`config.mk`:
```
export PLATFORM = sky130hd
export DESIGN_NAME = bundle_disperse
export DESIGN_NICKNAME = d
export VERILOG_FILES = /design/src/rtl/bdl_pkg.sv /design/src/rtl/tmpl_decode.sv /design/src/rtl/slot_disperse.sv /design/src/rtl/bundle_disperse.sv
export SDC_FILE = /design/constraint.sdc
export NUM_CORES = 1
export LEC_CHECK = 0
export CORE_AREA = 3 3 209 211
export DETAILED_ROUTE_END_ITERATION = 12
export DIE_AREA = 0 0 212 214
export GPL_ROUTABILITY_DRIVEN = 0
export SLEW_MARGIN = 40
export SYNTH_ARGS = -nofsm -noshare
export SYNTH_HDL_FRONTEND = slang
export SYNTH_SLANG_ARGS = --single-unit
```
`constraint.sdc`:
```
create_clock -name clk -period 5.5 [get_ports clk]
set_clock_uncertainty 0.15 [all_clocks]
set_input_delay 0.55 -clock clk [delete_from_list [all_inputs] [get_ports clk]]
set_output_delay 0.55 -clock clk [all_outputs]
set_load 0.1 [all_outputs]
```
`src/rtl/bdl_pkg.sv`:
```
package bdl_pkg;
    localparam int SLOT_W  = 41;
    localparam int TMPL_W  = 5;
    localparam int SLOTS   = 3;
    localparam int BUNDLES = 2;
    localparam int LANES   = SLOTS * BUNDLES;
    localparam int BNDL_W  = TMPL_W + SLOTS * SLOT_W;
    localparam int XOP_W   = 4;

    typedef enum logic [2:0] {CL_M, CL_I, CL_F, CL_B, CL_X} ucls_e;

    typedef enum logic [3:0] {
        K_MII  = 4'd0,  K_MI_I = 4'd1,  K_MLX = 4'd2,  K_MMI = 4'd4,
        K_M_MI = 4'd5,  K_MFI  = 4'd6,  K_MMF = 4'd7,  K_MIB = 4'd8,
        K_MBB  = 4'd9,  K_BBB  = 4'd11, K_MMB = 4'd12, K_MFB = 4'd14
    } kind_e;

    typedef struct packed {
        logic                     legal;
        logic [SLOTS-1:0]         stop_after;
        ucls_e [SLOTS-1:0]        cls;
    } tdec_t;

    function automatic logic is_long_branch(input logic [XOP_W-1:0] op);
        return (op == 4'hC) || (op == 4'hD);
    endfunction

    function automatic logic [SLOT_W-1:0] slot_of(input logic [BNDL_W-1:0] b, input int k);
        return b[TMPL_W + k*SLOT_W +: SLOT_W];
    endfunction
endpackage

```
`src/rtl/tmpl_decode.sv`:
```
module tmpl_decode
    import bdl_pkg::*;
(
    input  logic [TMPL_W-1:0] tmpl_i,
    input  logic [XOP_W-1:0]  xop_i,
    output tdec_t             dec_o
);
    ucls_e long_cls;
    assign long_cls = is_long_branch(xop_i) ? CL_B : CL_I;

    always_comb begin
        dec_o       = '0;
        dec_o.legal = 1'b1;
        unique case (tmpl_i[TMPL_W-1:1])
            K_MII:   dec_o.cls = {CL_I, CL_I, CL_M};
            K_MI_I:  begin dec_o.cls = {CL_I, CL_I, CL_M}; dec_o.stop_after[1] = 1'b1; end
            K_MLX:   dec_o.cls = {CL_X, long_cls, CL_M};
            K_MMI:   dec_o.cls = {CL_I, CL_M, CL_M};
            K_M_MI:  begin dec_o.cls = {CL_I, CL_M, CL_M}; dec_o.stop_after[0] = 1'b1; end
            K_MFI:   dec_o.cls = {CL_I, CL_F, CL_M};
            K_MMF:   dec_o.cls = {CL_F, CL_M, CL_M};
            K_MIB:   dec_o.cls = {CL_B, CL_I, CL_M};
            K_MBB:   dec_o.cls = {CL_B, CL_B, CL_M};
            K_BBB:   dec_o.cls = {CL_B, CL_B, CL_B};
            K_MMB:   dec_o.cls = {CL_B, CL_M, CL_M};
            K_MFB:   dec_o.cls = {CL_B, CL_F, CL_M};
            default: dec_o.legal = 1'b0;
        endcase
        if (dec_o.legal && tmpl_i[0]) dec_o.stop_after[SLOTS-1] = 1'b1;
    end
endmodule

```
`src/rtl/slot_disperse.sv`:
```
module slot_disperse
    import bdl_pkg::*;
#(
    parameter int N_M = 2,
    parameter int N_I = 2,
    parameter int N_F = 2,
    parameter int N_B = 3,
    localparam int N_PORT = N_M + N_I + N_F + N_B,
    localparam int PORT_W = $clog2(N_PORT)
) (
    input  tdec_t                    dec0_i,
    input  tdec_t                    dec1_i,
    input  logic                     v0_i,
    input  logic                     v1_i,
    input  logic [1:0]               start_i,
    output logic [LANES-1:0]         vld_o,
    output logic [LANES*PORT_W-1:0]  port_o,
    output logic                     b0_done_o,
    output logic                     b1_done_o,
    output logic [1:0]               resume_o,
    output logic [1:0]               bad_o
);
    localparam int I_BASE = N_M;
    localparam int F_BASE = N_M + N_I;
    localparam int B_BASE = N_M + N_I + N_F;

    logic              go, take, prev_iss;
    logic [PORT_W-1:0] cm, ci, cf, cb, pt, prev_port;
    tdec_t             d;
    logic [SLOTS-1:0]  below;

    // program-order walk over six lanes, one shared port budget
    always_comb begin
        go        = v0_i && dec0_i.legal;
        cm        = '0;
        ci        = '0;
        cf        = '0;
        cb        = '0;
        prev_iss  = 1'b0;
        prev_port = '0;
        vld_o     = '0;
        port_o    = '0;
        for (int p = 0; p < LANES; p++) begin
            d = (p < SLOTS) ? dec0_i : dec1_i;
            if (p == SLOTS) begin
                go       = go && v1_i && dec1_i.legal;
                prev_iss = 1'b0;
            end
            take = 1'b0;
            pt   = '0;
            if (go && ((p >= SLOTS) || ((p % SLOTS) >= int'(start_i)))) begin
                case (d.cls[p % SLOTS])
                    CL_X: if (prev_iss) begin take = 1'b1; pt = prev_port; end
                    CL_M: if (int'(cm) < N_M) begin
                              take = 1'b1; pt = cm; cm = cm + 1'b1;
                          end
                    CL_I: if (int'(ci) < N_I) begin
                              take = 1'b1; pt = PORT_W'(I_BASE) + ci; ci = ci + 1'b1;
                          end
                    CL_F: if (int'(cf) < N_F) begin
                              take = 1'b1; pt = PORT_W'(F_BASE) + cf; cf = cf + 1'b1;
                          end
                    default: if (int'(cb) < N_B) begin
                              take = 1'b1; pt = PORT_W'(B_BASE) + cb; cb = cb + 1'b1;
                          end
                endcase
                if (!take || d.stop_after[p % SLOTS]) go = 1'b0;
            end
            vld_o[p]                     = take;
            port_o[p*PORT_W +: PORT_W]   = pt;
            prev_iss                     = take;
            prev_port                    = pt;
        end
    end

    always_comb begin
        for (int k = 0; k < SLOTS; k++) below[k] = (k < int'(start_i));
    end

    assign b0_done_o = v0_i && dec0_i.legal && (&(vld_o[SLOTS-1:0] | below));
    assign b1_done_o = v1_i && (&vld_o[LANES-1:SLOTS]);
    assign bad_o     = {v1_i && !dec1_i.legal, v0_i && !dec0_i.legal};

    always_comb begin
        resume_o = '0;
        if (!b0_done_o) begin
            resume_o = start_i;
            for (int k = SLOTS-1; k >= 0; k--)
                if (!below[k] && !vld_o[k]) resume_o = 2'(k);
        end else if (v1_i && !b1_done_o) begin
            for (int k = SLOTS-1; k >= 0; k--)
                if (!vld_o[SLOTS+k]) resume_o = 2'(k);
        end
    end
endmodule

```
`src/rtl/bundle_disperse.sv`:
```
module bundle_disperse
    import bdl_pkg::*;
#(
    parameter int N_M = 2,
    parameter int N_I = 2,
    parameter int N_F = 2,
    parameter int N_B = 3,
    localparam int N_PORT = N_M + N_I + N_F + N_B,
    localparam int PORT_W = $clog2(N_PORT)
) (
    input  logic                     clk,
    input  logic                     rst,
    input  logic [BNDL_W-1:0]        bnd0_i,
    input  logic                     bnd0_vld_i,
    input  logic [1:0]               bnd0_start_i,
    input  logic [BNDL_W-1:0]        bnd1_i,
    input  logic                     bnd1_vld_i,
    output logic [LANES-1:0]         iss_vld_o,
    output logic [LANES*PORT_W-1:0]  iss_port_o,
    output logic [LANES*SLOT_W-1:0]  slot_o,
    output logic                     b0_adv_o,
    output logic                     b1_adv_o,
    output logic                     pair_same_o,
    output logic [1:0]               resume_o,
    output logic [1:0]               bad_tmpl_o
);
    logic [BNDL_W-1:0]        bnd [BUNDLES];
    tdec_t                    dec [BUNDLES];
    logic [LANES-1:0]         vld_c;
    logic [LANES*PORT_W-1:0]  port_c;
    logic [LANES*SLOT_W-1:0]  pay_c;
    logic                     b0_done_c, b1_done_c;
    logic [1:0]               resume_c, bad_c;

    assign bnd[0] = bnd0_i;
    assign bnd[1] = bnd1_i;

    for (genvar gb = 0; gb < BUNDLES; gb++) begin : g_dec
        tmpl_decode u_dec (
            .tmpl_i (bnd[gb][TMPL_W-1:0]),
            .xop_i  (bnd[gb][BNDL_W-1 -: XOP_W]),
            .dec_o  (dec[gb])
        );
    end

    slot_disperse #(.N_M(N_M), .N_I(N_I), .N_F(N_F), .N_B(N_B)) u_walk (
        .dec0_i    (dec[0]),
        .dec1_i    (dec[1]),
        .v0_i      (bnd0_vld_i),
        .v1_i      (bnd1_vld_i),
        .start_i   (bnd0_start_i),
        .vld_o     (vld_c),
        .port_o    (port_c),
        .b0_done_o (b0_done_c),
        .b1_done_o (b1_done_c),
        .resume_o  (resume_c),
        .bad_o     (bad_c)
    );

    for (genvar gl = 0; gl < LANES; gl++) begin : g_pay
        assign pay_c[gl*SLOT_W +: SLOT_W] =
            vld_c[gl] ? slot_of(bnd[gl / SLOTS], gl % SLOTS) : '0;
    end

    always_ff @(posedge clk) begin
        if (rst) begin
            iss_vld_o   <= '0;
            iss_port_o  <= '0;
            slot_o      <= '0;
            b0_adv_o    <= 1'b0;
            b1_adv_o    <= 1'b0;
            pair_same_o <= 1'b0;
            resume_o    <= '0;
            bad_tmpl_o  <= '0;
        end else begin
            iss_vld_o   <= vld_c;
            iss_port_o  <= port_c;
            slot_o      <= pay_c;
            b0_adv_o    <= b0_done_c;
            b1_adv_o    <= b1_done_c;
            pair_same_o <= |vld_c[LANES-1:SLOTS];
            resume_o    <= resume_c;
            bad_tmpl_o  <= bad_c;
        end
    end

    // younger lanes only issue behind a finished older bundle
    a_r8_b1_after_b0: assert property (@(posedge clk) disable iff (rst)
        (|iss_vld_o[LANES-1:SLOTS]) |-> b0_adv_o);
    // a finished younger bundle implies the same-cycle flag
    a_r8_adv_same: assert property (@(posedge clk) disable iff (rst)
        b1_adv_o |-> pair_same_o);
    // illegal older template blocks every lane
    a_r7_bad0_silent: assert property (@(posedge clk) disable iff (rst)
        bad_tmpl_o[0] |-> (iss_vld_o == '0 && !b0_adv_o));
    // illegal younger template blocks its lanes
    a_r7_bad1_silent: assert property (@(posedge clk) disable iff (rst)
        bad_tmpl_o[1] |-> (iss_vld_o[LANES-1:SLOTS] == '0));
    // first cycle after reset shows cleared outputs
    a_r13_reset_clear: assert property (@(posedge clk) disable iff (rst)
        $past(rst) |-> (iss_vld_o == '0 && resume_o == '0 && bad_tmpl_o == '0));

    for (genvar gl = 0; gl < LANES; gl++) begin : g_chk
        // an issued lane names an existing port
        a_r2_port_range: assert property (@(posedge clk) disable iff (rst)
            iss_vld_o[gl] |-> (iss_port_o[gl*PORT_W +: PORT_W] < PORT_W'(N_PORT)));
    end
endmodule

```
==> results <==
- The flow ran to the end, and the final reports show no timing, DRC or antenna violations.
- The final-report max-slew violation count is 0.
- STA classifies the critical path startpoint as an input pin.
- Counting distinct cell types in the post-synthesis netlist gives 73.
- The static leakage power is about 0.0071 µW.
- The delay of the slowest cell on the worst path is 0.51 ns.
- The min-delay analysis places its worst path in the category input pin to flop.
- The power density over the cells is 323 nW/µm².
- The overall via count from detail_route is roughly 8100.
- The I/O pin count is 545.
- Among all flip-flop cells after synthesis, the most frequent one is dfxtp_1.
- The cell with the biggest individual delay on the critical path is clkdlybuf4s50_1.
- The root buffer cell is clkbuf_16.
- The clock slew seen by the registers of the worst setup and hold paths is 0.06 ns.
- The initial utilization of the core area, before any placement, comes to 0.218.
- For this run, the top clock speed supported by timing is 208 MHz.
- The area fraction of the dominant cell type after synthesis is 0.608.
- The total number of placement rows is 75.
- The summed instance area of the synthesized netlist is 9160 µm².
- The largest net degree at the start of global routing is 48.
- Detailed placement finished with a half-perimeter wire length of 26.6 mm.
- The number of instances in the synthesized netlist is 851.
- The last element of the critical path is slot_o[236].
- The synthesis warning total is 0.
- The number of filler cells placed in the layout is 4287.
- The portion of the post-synthesis area used by sequential elements is 0.608.
- Hold repair after CTS inserted 0 buffers.
- Counting both buffers and inverters, the worst setup path holds a total of 4.
- For this run, the total global-route usage over all layers was measured as 0.138.
- The die extent in x is about 210 µm.
- The detailed-routing iteration count for the pre-antenna-repair pass is 5.
- Ranked by total cell area, the synthesized netlist is headed by dfxtp_1 (61%), and2_1 (15%), and3_1 (3.6%).
- Setup repair after global routing left no endpoint under its margin.
- The number of failing hold endpoints at the final stage is 0.
- The fraction of final layout cells sized beyond drive strength 1 is 0.276.
- For this run the aggregate overflow at the end of global routing stands at 0.
- The most numerous cell in the Yosys netlist is dfxtp_1.
- Clock tree synthesis found a total of about 280 sinks.
- The synthesized design spends more area on one cell type than any other, namely dfxtp_1.
- The average via count per standard cell is 4.11.
- In the final layout, flip-flops and latches occupy 5570 µm².
- The via count of the first global-routing pass was 8132.
- The number of placed instances, taps included, is 1921.
- The startpoint of the worst setup timing path is bnd0_i[4].
- Relative to the synthesized area, the layout overhead comes to 63.3%.
- The number of antenna violations at the first check in global routing is 1.
- In the final layout, the multi-input gates occupy 3290 µm².
- The count of final setup violators is 0.
- The dominant delay contributor by cell family on the critical path is simple AND/OR/NAND/NOR gates.
- The die area is 45400 µm².
- The post-cts repair resize count is 0.
- The longest clock path from root to sink contains 3 buffers.
- Once detail routing completed, the nets flagged for antenna violations numbered 0.
- Across the run, the number of max-cap violations was 0.
- The critical path crosses 21 cells after its start point.
- At the end of the flow, the number of nets in the layout was between 1500 and 2000.
- At the worst endpoint, the required time is 5.80 ns.
- The average instance in the mapped netlist occupies 10.8 µm².
- Buffers inserted during clock tree synthesis total 31.
- The count of input and output buffers is 540.
- The total routed wirelength is between 30 and 40 mm.
- The worst path in the final design needs a cycle of 4.81 ns, including I/O delays and setup.
- The part of the cycle the worst path needs is 0.874.
- For this run, design rule violations remaining after detail routing come to 0.
- The worst-case vdd ir drop is between 0.15 and 0.2 mV.
- The overall die height is 214 µm.
- For the final routed database, the setup TNS stands at 0 ns.
- The endpoint arrival time on the critical path is approximately 5.1 ns.
- Counting flops with an async set or reset pin after synthesis yields a share of 0.
- In this run the number of H-tree levels came out at 1.
- Once the clock tree was built, the setup fixing pass inserted 0 buffers.
- The count of routing violations after the opening detailed-route iteration is 510.
- The first global-routing pass estimated 48.5 mm of wire.
- 0 antenna diodes ended up in the layout.
- TritonCTS built the clock tree.
- Sorting the synthesized cells by how often they occur yields dfxtp_1 (278), and2_1 (216), and3_1 (52).
- The signal on the critical path passes through clkdlybuf4s50_1 > and3_1 > a211o_2 > nor4_1 > ha_1 > and4b_1 > nand3_1 > o21ai_2 > a21o_1 > nor3_1 > buf_4 > mux2_2 > ha_1 > o211ai_1 > o21ai_0 > a221oi_1 > or2_2 > a211oi_4 > buf_4 > buf_12 > and2_1.
- The completed layout was analyzed and its total power is 4840 µW.
- Yosys mapped a number of flops with a built-in enable equal to 0.
- After detailed routing, the average wire length per cell comes to 17.0 µm.
- The largest driver fanout on the critical path is 26.
- STA classifies the critical path endpoint as a flop.
- The class of the most critical setup path is input pin to flop.
- The count of cells in the finished layout, fillers not included, comes to 1979.
- The core area is 41900 µm².
- The measured slew at the worst slew-check pin is 0.780 ns.
- The worst slew margin relative to its limit is 0.474.
- The number of flip-flops and latches in the synthesized netlist is 278.
==> cell type report <==
type	instances	share of cell area
clock inverters	14	0.00929
repair buffers	581	0.290
well taps	539	0.0451
multi-input cells	504	0.220
inverters	20	0.00502
flip-flops and latches	278	0.372
clock buffers	43	0.0589
==> cell usage in the layout (no fill, tap or decap), drive strengths merged, types with 8 or more instances in the layout <==
cell type	n
dfxtp	278
ha	13
o21ai	13
clkbuf	43
and2	217
inv	22
nand3	10
nand2	33
clkdlybuf4s50	260
nor2	20
nor3	19
a31oi	8
buf	321
and3	53
a21oi	21
a211oi	10
==> flip-flops by register name, indices dropped and copies added, names as in the netlist <==
signal	flops
b1_adv_o	1
bad_tmpl_o	2
iss_vld_o	6
iss_port_o	19
resume_o	2
slot_o	246
pair_same_o	1
b0_adv_o	1
==> layer usage <==
| layer | part of all wire | global-route usage |
|---|---|---|
| met1 | 0.38 | 0.150 |
| met2 | 0.49 | 0.250 |
| met3 | 0.10 | 0.0461 |
| met4 | 0.029 | 0.0458 |
| met5 | 0.00039 | 0 |
==> worst min-delay path by stage <==
stage	startpoint	end	slack (ns)	cells past startpoint
5_1_grt	bnd1_i[80]	slot_o[198]	0.36	2
6_report	bnd1_i[24]	slot_o[142]	0.39	2
3_5_place_dp	slot_o[3]	slot_o[3]	0.93	1
3_3_place_gp	slot_o[3]	slot_o[3]	0.93	1
4_1_cts	bnd0_i[16]	slot_o[11]	0.35	2
2_1_floorplan	bnd0_i[5]	slot_o[0]	0.52	1
==> per-stage QoR <==
step / instance area [µm²] / hold WS, ns / util / setup slack (ns)
global placement: 15300 / 0.926 / 0.365 / 0.0859
finish: 15000 / 0.393 / 0.356 / 0.693
detailed placement: 13900 / 0.927 / 0.332 / 0.0448
CTS: 14900 / 0.347 / 0.356 / 0.660
floorplan: 9160 / 0.522 / - / 0.705
global route: 15000 / 0.361 / 0.356 / 0.459
==> kinds of logic (layout without fill, tap and decap cells) <==
group           Yosys count  count (layout)  share of synthesized area
fa+ha+maj                13              13                     0.0178
flops                   278             278                      0.608
other cells               1               3                   0.000410
simple gates            384             384                      0.252
mux                       5               5                    0.00601
xor+xnor                  2               2                    0.00273
compound gates           97              97                     0.0772
buf+inv                  71             658                     0.0364
==> where the power goes <==
part / total, µW / switching, µW / internal, µW
Combinational: 728 / 471 / 257
Sequential: 2070 / 9.96 / 2060
Clock: 2040 / 832 / 1210
Power figures use the tool's default switching activity.
